`config.mk`:
```
export PLATFORM = sky130hd
export DESIGN_NAME = rx_silo_top
export DESIGN_NICKNAME = d
export VERILOG_FILES = /design/src/rtl/rxs_pkg.sv /design/src/rtl/line_cfg_bank.sv /design/src/rtl/rx_line_front.sv /design/src/rtl/rx_silo.sv /design/src/rtl/rx_silo_top.sv
export SDC_FILE = /design/constraint.sdc
export NUM_CORES = 2
export LEC_CHECK = 0
export BUFFER_PORTS_ARGS = -buffer_cell sky130_fd_sc_hd__buf_4
export CORE_MARGIN = 3
export CORE_UTILIZATION = 25
export DETAILED_ROUTE_END_ITERATION = 10
export HOLD_SLACK_MARGIN = 0.15
export PLACE_DENSITY_LB_ADDON = 0.15
export SLEW_MARGIN = 15
export SYNTH_ARGS = -nofsm -noshare
export SYNTH_HDL_FRONTEND = slang
export SYNTH_SLANG_ARGS = --single-unit
```
`constraint.sdc`:
```
create_clock -name clk_i -period 7.32 [get_ports clk_i]
set_input_delay 1.464 -clock clk_i [delete_from_list [all_inputs] [get_ports clk_i]]
set_output_delay 1.464 -clock clk_i [all_outputs]
set_load 0.05 [all_outputs]
```
`src/rtl/rxs_pkg.sv`:
```
package rxs_pkg;
  localparam int unsigned DATA_W  = 8;
  localparam int unsigned LINE_W  = 2;
  localparam int unsigned SPEED_W = 4;

  typedef struct packed {
    logic [SPEED_W-1:0] speed;
    logic               stop2;
    logic               odd;
    logic               par_en;
    logic               len8;
    logic               en;
  } line_cfg_t;

  typedef struct packed {
    logic [LINE_W-1:0] line;
    logic              ferr;
    logic              perr;
    logic [DATA_W-1:0] data;
  } rx_ent_t;
endpackage

```
`src/rtl/line_cfg_bank.sv`:
```
module line_cfg_bank
  import rxs_pkg::*;
#(
  parameter int unsigned NLINES = 4
) (
  input  logic              clk_i,
  input  logic              rst_ni,
  input  logic              clr_i,
  input  logic              we_i,
  input  logic [10:0]       wdata_i,
  output line_cfg_t         cfg_o [NLINES]
);
  line_cfg_t wr_val;
  assign wr_val = '{speed: wdata_i[10:7], stop2: wdata_i[6], odd: wdata_i[5],
                    par_en: wdata_i[4], len8: wdata_i[3], en: wdata_i[2]};

  logic [NLINES-1:0] en_vec;

  for (genvar i = 0; i < NLINES; i++) begin : g_line
    always_ff @(posedge clk_i or negedge rst_ni) begin
      if (!rst_ni) cfg_o[i] <= '0;
      else if (clr_i) cfg_o[i].en <= 1'b0;
      else if (we_i && wdata_i[LINE_W-1:0] == LINE_W'(i)) cfg_o[i] <= wr_val;
    end
    assign en_vec[i] = cfg_o[i].en;
  end


  clr_disables_chk: assert property (@(posedge clk_i) disable iff (!rst_ni)
    clr_i |=> en_vec == '0);
endmodule

```
`src/rtl/rx_line_front.sv`:
```
module rx_line_front
  import rxs_pkg::*;
#(
  parameter int unsigned LINE = 0
) (
  input  line_cfg_t         cfg_i,
  input  logic              valid_i,
  input  logic [DATA_W-1:0] data_i,
  input  logic              par_i,
  input  logic              ferr_i,
  output logic              push_o,
  output rx_ent_t           ent_o
);
  logic [DATA_W-1:0] masked;
  logic              ones_odd;

  assign masked   = cfg_i.len8 ? data_i : {1'b0, data_i[DATA_W-2:0]};
  assign ones_odd = ^masked ^ par_i;
  assign push_o   = valid_i & cfg_i.en;

  always_comb begin
    ent_o.line = LINE_W'(LINE);
    ent_o.ferr = ferr_i;
    ent_o.perr = cfg_i.par_en & (ones_odd != cfg_i.odd);
    ent_o.data = masked;
  end
endmodule

```
`src/rtl/rx_silo.sv`:
```
module rx_silo
  import rxs_pkg::*;
#(
  parameter int unsigned NLINES = 4,
  parameter int unsigned DEPTH  = 64
) (
  input  logic              clk_i,
  input  logic              rst_ni,
  input  logic              clr_i,
  input  logic [NLINES-1:0] push_i,
  input  rx_ent_t           ent_i [NLINES],
  input  logic              pop_i,
  output rx_ent_t           head_o,
  output logic              nempty_o,
  output logic              ovr_o
);
  localparam int unsigned AW = $clog2(DEPTH);
  localparam int unsigned CW = AW + 1;

  rx_ent_t           mem [DEPTH];
  logic [AW-1:0]     wr_ptr, rd_ptr;
  logic [CW-1:0]     cnt;
  logic [NLINES-1:0] wr_en;
  logic [AW-1:0]     wr_idx [NLINES];
  logic [CW-1:0]     nacc;
  logic              drop;
  logic              pop;

  // lower line index takes the lower slot
  always_comb begin
    nacc = '0;
    drop = 1'b0;
    for (int i = 0; i < NLINES; i++) begin
      wr_en[i]  = 1'b0;
      wr_idx[i] = wr_ptr + nacc[AW-1:0];
      if (push_i[i] && !clr_i) begin
        if (cnt + nacc < CW'(DEPTH)) begin
          wr_en[i] = 1'b1;
          nacc     = nacc + 1'b1;
        end else begin
          drop = 1'b1;
        end
      end
    end
  end

  assign pop      = pop_i && cnt != '0 && !clr_i;
  assign nempty_o = cnt != '0;
  assign head_o   = mem[rd_ptr];

  always_ff @(posedge clk_i or negedge rst_ni) begin
    if (!rst_ni) begin
      wr_ptr <= '0;
      rd_ptr <= '0;
      cnt    <= '0;
      ovr_o  <= 1'b0;
    end else if (clr_i) begin
      wr_ptr <= '0;
      rd_ptr <= '0;
      cnt    <= '0;
      ovr_o  <= 1'b0;
    end else begin
      wr_ptr <= wr_ptr + nacc[AW-1:0];
      rd_ptr <= rd_ptr + AW'(pop);
      cnt    <= cnt + nacc - CW'(pop);
      if (drop)     ovr_o <= 1'b1;
      else if (pop) ovr_o <= 1'b0;
    end
  end

  always_ff @(posedge clk_i) begin
    for (int i = 0; i < NLINES; i++)
      if (wr_en[i]) mem[wr_idx[i]] <= ent_i[i];
  end


  cnt_bound_chk: assert property (@(posedge clk_i) disable iff (!rst_ni)
    cnt <= CW'(DEPTH));

  pop_dec_chk: assert property (@(posedge clk_i) disable iff (!rst_ni)
    (pop_i && nempty_o && nacc == '0 && !clr_i) |=> cnt == $past(cnt) - 1'b1);

  drop_ovr_chk: assert property (@(posedge clk_i) disable iff (!rst_ni)
    (drop && !clr_i) |=> ovr_o);

  clr_empty_chk: assert property (@(posedge clk_i) disable iff (!rst_ni)
    clr_i |=> !nempty_o && !ovr_o);
endmodule

```
`src/rtl/rx_silo_top.sv`:
```
module rx_silo_top
  import rxs_pkg::*;
#(
  parameter int unsigned NLINES = 4,
  parameter int unsigned DEPTH  = 64,
  localparam int unsigned CFG_W = $bits(line_cfg_t)
) (
  input  logic                     clk_i,
  input  logic                     rst_ni,
  input  logic                     clr_i,
  input  logic                     cfg_we_i,
  input  logic [10:0]              cfg_data_i,
  output logic [NLINES*CFG_W-1:0]  cfg_o,
  input  logic [NLINES-1:0]        rx_valid_i,
  input  logic [NLINES*DATA_W-1:0] rx_data_i,
  input  logic [NLINES-1:0]        rx_par_i,
  input  logic [NLINES-1:0]        rx_ferr_i,
  input  logic                     rd_i,
  output logic [15:0]              rbuf_o,
  output logic                     rdone_o
);
  line_cfg_t         cfg [NLINES];
  logic [NLINES-1:0] push;
  rx_ent_t           ent [NLINES];
  rx_ent_t           head;
  logic              nempty, ovr;

  line_cfg_bank #(.NLINES(NLINES)) i_cfg (
    .clk_i, .rst_ni, .clr_i,
    .we_i(cfg_we_i), .wdata_i(cfg_data_i), .cfg_o(cfg)
  );

  for (genvar i = 0; i < NLINES; i++) begin : g_front
    rx_line_front #(.LINE(i)) i_front (
      .cfg_i(cfg[i]), .valid_i(rx_valid_i[i]),
      .data_i(rx_data_i[DATA_W*i +: DATA_W]),
      .par_i(rx_par_i[i]), .ferr_i(rx_ferr_i[i]),
      .push_o(push[i]), .ent_o(ent[i])
    );
    assign cfg_o[CFG_W*i +: CFG_W] = cfg[i];
  end

  rx_silo #(.NLINES(NLINES), .DEPTH(DEPTH)) i_silo (
    .clk_i, .rst_ni, .clr_i,
    .push_i(push), .ent_i(ent), .pop_i(rd_i),
    .head_o(head), .nempty_o(nempty), .ovr_o(ovr)
  );

  assign rdone_o = nempty;
  assign rbuf_o  = nempty ? {1'b1, ovr, head.ferr, head.perr, 2'b00, head.line, head.data}
                          : 16'h0000;
endmodule

```
==> out/results.ini <==
[setup_path]
cpMaxStageDelayCell = and2_2
path_buf_inv = 3
critPathMostFrequentCell = buf_4
worst_r2r_startpoint = i_silo.cnt[5]$_DFF_PN0_
reg2reg_setup_slack_ns = 1.01
crit_path_start_kind = flip-flop
critical_path.endpoint_type = output pin
crit_path_max_fanout = 28
worstPathArrival_ns = 5.10
path_cells = and2_2 -> buf_4 -> a21oi_1 -> o21ai_0 -> o22ai_1 -> a21oi_1 -> a211oi_1 -> a211oi_1 -> buf_4 -> buf_4
worst_path_largest_cell_delay_ns = 0.89
r2r-end = i_silo.mem[61][1]$_DFFE_PP_
critical_path_required_ns = 5.86
cp_top_family = compound AO/OA/AOI/OAI gates
crit_type = reg -> out
reg2reg_depth = 21

[clock_tree]
clock_latency_ns = 0.78
cts_sinks = 824
cts_buffers = 107
cts_tree = built
cts_resized = 0
post_cts_buffers = 0
root_buffer = clkbuf_16
clkTransAtPathRegs_ns = 0.06
postCtsHoldBufs = 0
cts_buffer_depth = 3
cts.htree.levels = 3

[grt]
grt_max_degree = 62
grtUsageTotal = 0.2286
grt_pass1_wl_mm = 385.7
grt_pass1_vias = 46030
grt_antenna_before_repair = 12
overflow = 0

[timing]
setup_tns_ns = 0
fin_worst_skew_ns = 0.04496
finalHoldViolCount = 0
rsz0062_at_grt = no
finalCritPeriodShare = 0.8972
relSlewSlack = 0.1832
slew_viol_final = 0
finalSetupViolCount = 0
min_period_ns = 6.567
fmaxAchievable_ghz = 0.1523
tightest_slew_ns = 1.218

[synth]
synthCells = 5804
synthMostInstantiatedCell = mux2i_1
synthTopCellsByArea = edfxtp_1 33%, mux2i_1 15%, mux2_2 11%
ys_async_sr_fraction = 0.06796
synth_common_cells = 856 x mux2i_1, 640 x edfxtp_1, 626 x a21oi_1
yosys.cell_types.count = 81
synth_top_area_cell = edfxtp_1
synth_top_area_share = 0.3324
syn_avg_cell_area_um2 = 9.962
synth_flop_cell = edfxtp_1
synth_edf_count = 640
syn_area_um2 = 57820
yosysWarnings = 0
synth_seq_area_share = 0.4010
synth-seq-cells = 824

[power_and_ir_drop]
p_per_area_nw_per_um2 = 213.9
ir_worst_vdd_mv = 0.1767
p_total_w = 0.01412
leakage_nw = 23.77

[status]
status = complete, no violations

[die]
rows = 175
die_h_um = 486.9
start_util = 0.2529
fp.dieW_um = 486.9
dieArea_um2 = 237100
io_pins = 113
core_um2 = 228600

[routing]
vias = 47680
ant_nets = 0
wl_per_cell_um = 31.86
first_pass_iters = 6
wl_mm = 279.6
viasPerCell = 5.433
drt_iter0_markers = 5204
drc = 0

[layout]
nNetsFinal = 5764
drive_above_1_share = 0.2395
instances_no_fill = 8776
multi_input_area_um2 = 31930
syn_to_final_growth_pct = 14.17
nFillCells = 23730
seq_area_um2 = 23200

[worst_hold_path]
hold_depth = 2
hold_end = i_silo.mem[55][11]$_SDFFE_PP1P_
hp-start = i_silo.mem[55][11]$_SDFFE_PP1P_
min_path_type = reg -> reg

[placed_design]
place.gp.congestion = 0.9507
dp_hpwl_mm = 176.3
io_buffers = 110
dp_cells = 8571

[flow_run]
maxCapViolCount = 0

## how the worst max path moves through the flow
stage / from / endpoint / slack, ns / cells past startpoint
6_report: i_silo.rd_ptr[1]$_DFF_PN0_ / rbuf_o[5] / 0.75 / 10
5_1_grt: i_silo.rd_ptr[1]$_DFF_PN0_ / rbuf_o[3] / 0.69 / 11
4_1_cts: i_silo.rd_ptr[1]$_DFF_PN0_ / rbuf_o[5] / 0.68 / 10
3_5_place_dp: clr_i / i_silo.mem[61][4]$_DFFE_PP_ / 0.18 / 21
3_3_place_gp: clr_i / i_silo.cnt[6]$_DFF_PN0_ / 0.10 / 26
2_1_floorplan: clr_i / i_silo.cnt[6]$_DFF_PN0_ / 0.12 / 27
## flip-flops by register name, summed over array words and instances, names as in the netlist
register / cells
i_silo.rd_ptr: 6
i_silo.wr_ptr: 6
i_silo.mem: 768
i_cfg.cfg_o: 36
i_silo.cnt: 7
i_silo.ovr_o: 1
## cells in the final DEF (no fill, tap or decap), drive strengths merged, types with 52 or more instances in the layout
| master | Yosys | routed |
|---|---|---|
| mux2i | 857 | 857 |
| edfxtp | 640 | 640 |
| a21oi | 627 | 627 |
| mux2 | 596 | 596 |
| nor2 | 588 | 588 |
| nand2 | 472 | 472 |
| buf | 149 | 447 |
| o21ai | 279 | 279 |
| clkbuf | 541 | 154 |
| nand3 | 135 | 135 |
| dfxtp | 128 | 128 |
| mux4 | 96 | 96 |
| dfrtp | 56 | 56 |
| o211ai | 54 | 54 |
| o22ai | 52 | 52 |
## power breakdown
| part | internal, W | switching (W) |
|---|---|---|
| logic | 0.00115 | 0.00227 |
| registers | 0.00516 | 0.0000949 |
| clock network | 0.00314 | 0.00230 |
| total | 0.00945 | 0.00467 |
## stage by stage
stage	hold slack (ns)	util	setup WS (ns)	cell area (µm²)
6_report	0.4437	0.2888	0.7525	66010
5_1_grt	0.4795	0.2888	0.6855	66010
4_1_cts	0.4456	0.2887	0.6811	66000
3_5_place_dp	0.4366	0.2735	0.1785	62530
3_3_place_gp	0.4335	0.2735	0.1019	62530
2_1_floorplan	0.4180	-	0.1215	57820
## kinds of logic (layout without fill, tap and decap cells)
family          Yosys count  count (layout)  share of synthesized area
mux                    1549            1549                     0.3021
other cells               1               6                 0.00006486
xor+xnor                 66              66                    0.01013
flops                   824             824                     0.4010
buf+inv                 715             673                    0.04960
simple gates           1396            1396                     0.1086
fa+ha+maj                35              35                   0.008094
compound gates         1218            1218                     0.1204
## tightest hold or removal path, cell delays in order, from the launching register on
cell	delay, ns
dfxtp_1	0.31
nand2_1	0.05
nand2_1	0.04
## per-layer routing
layer | global-route usage | vias to the layer above | share of wire
met5 | 0.004287 | - | 0.00050
met4 | 0.07330 | 2 | 0.034
met3 | 0.03190 | 419 | 0.063
met2 | 0.3804 | 1847 | 0.47
met1 | 0.3047 | 24410 | 0.43
li1 | - | 21000 | -
## final cells by class
class,count,share of cell area
multi-input combinational,4266,0.4837
sequential,824,0.3514
tap,3009,0.05703
timing repair buffer,447,0.05370
clock buffer,154,0.04665
clock inverter,47,0.005971
inverter,25,0.001422
antenna,4,0.0001516
Power figures use the tool's default switching activity.
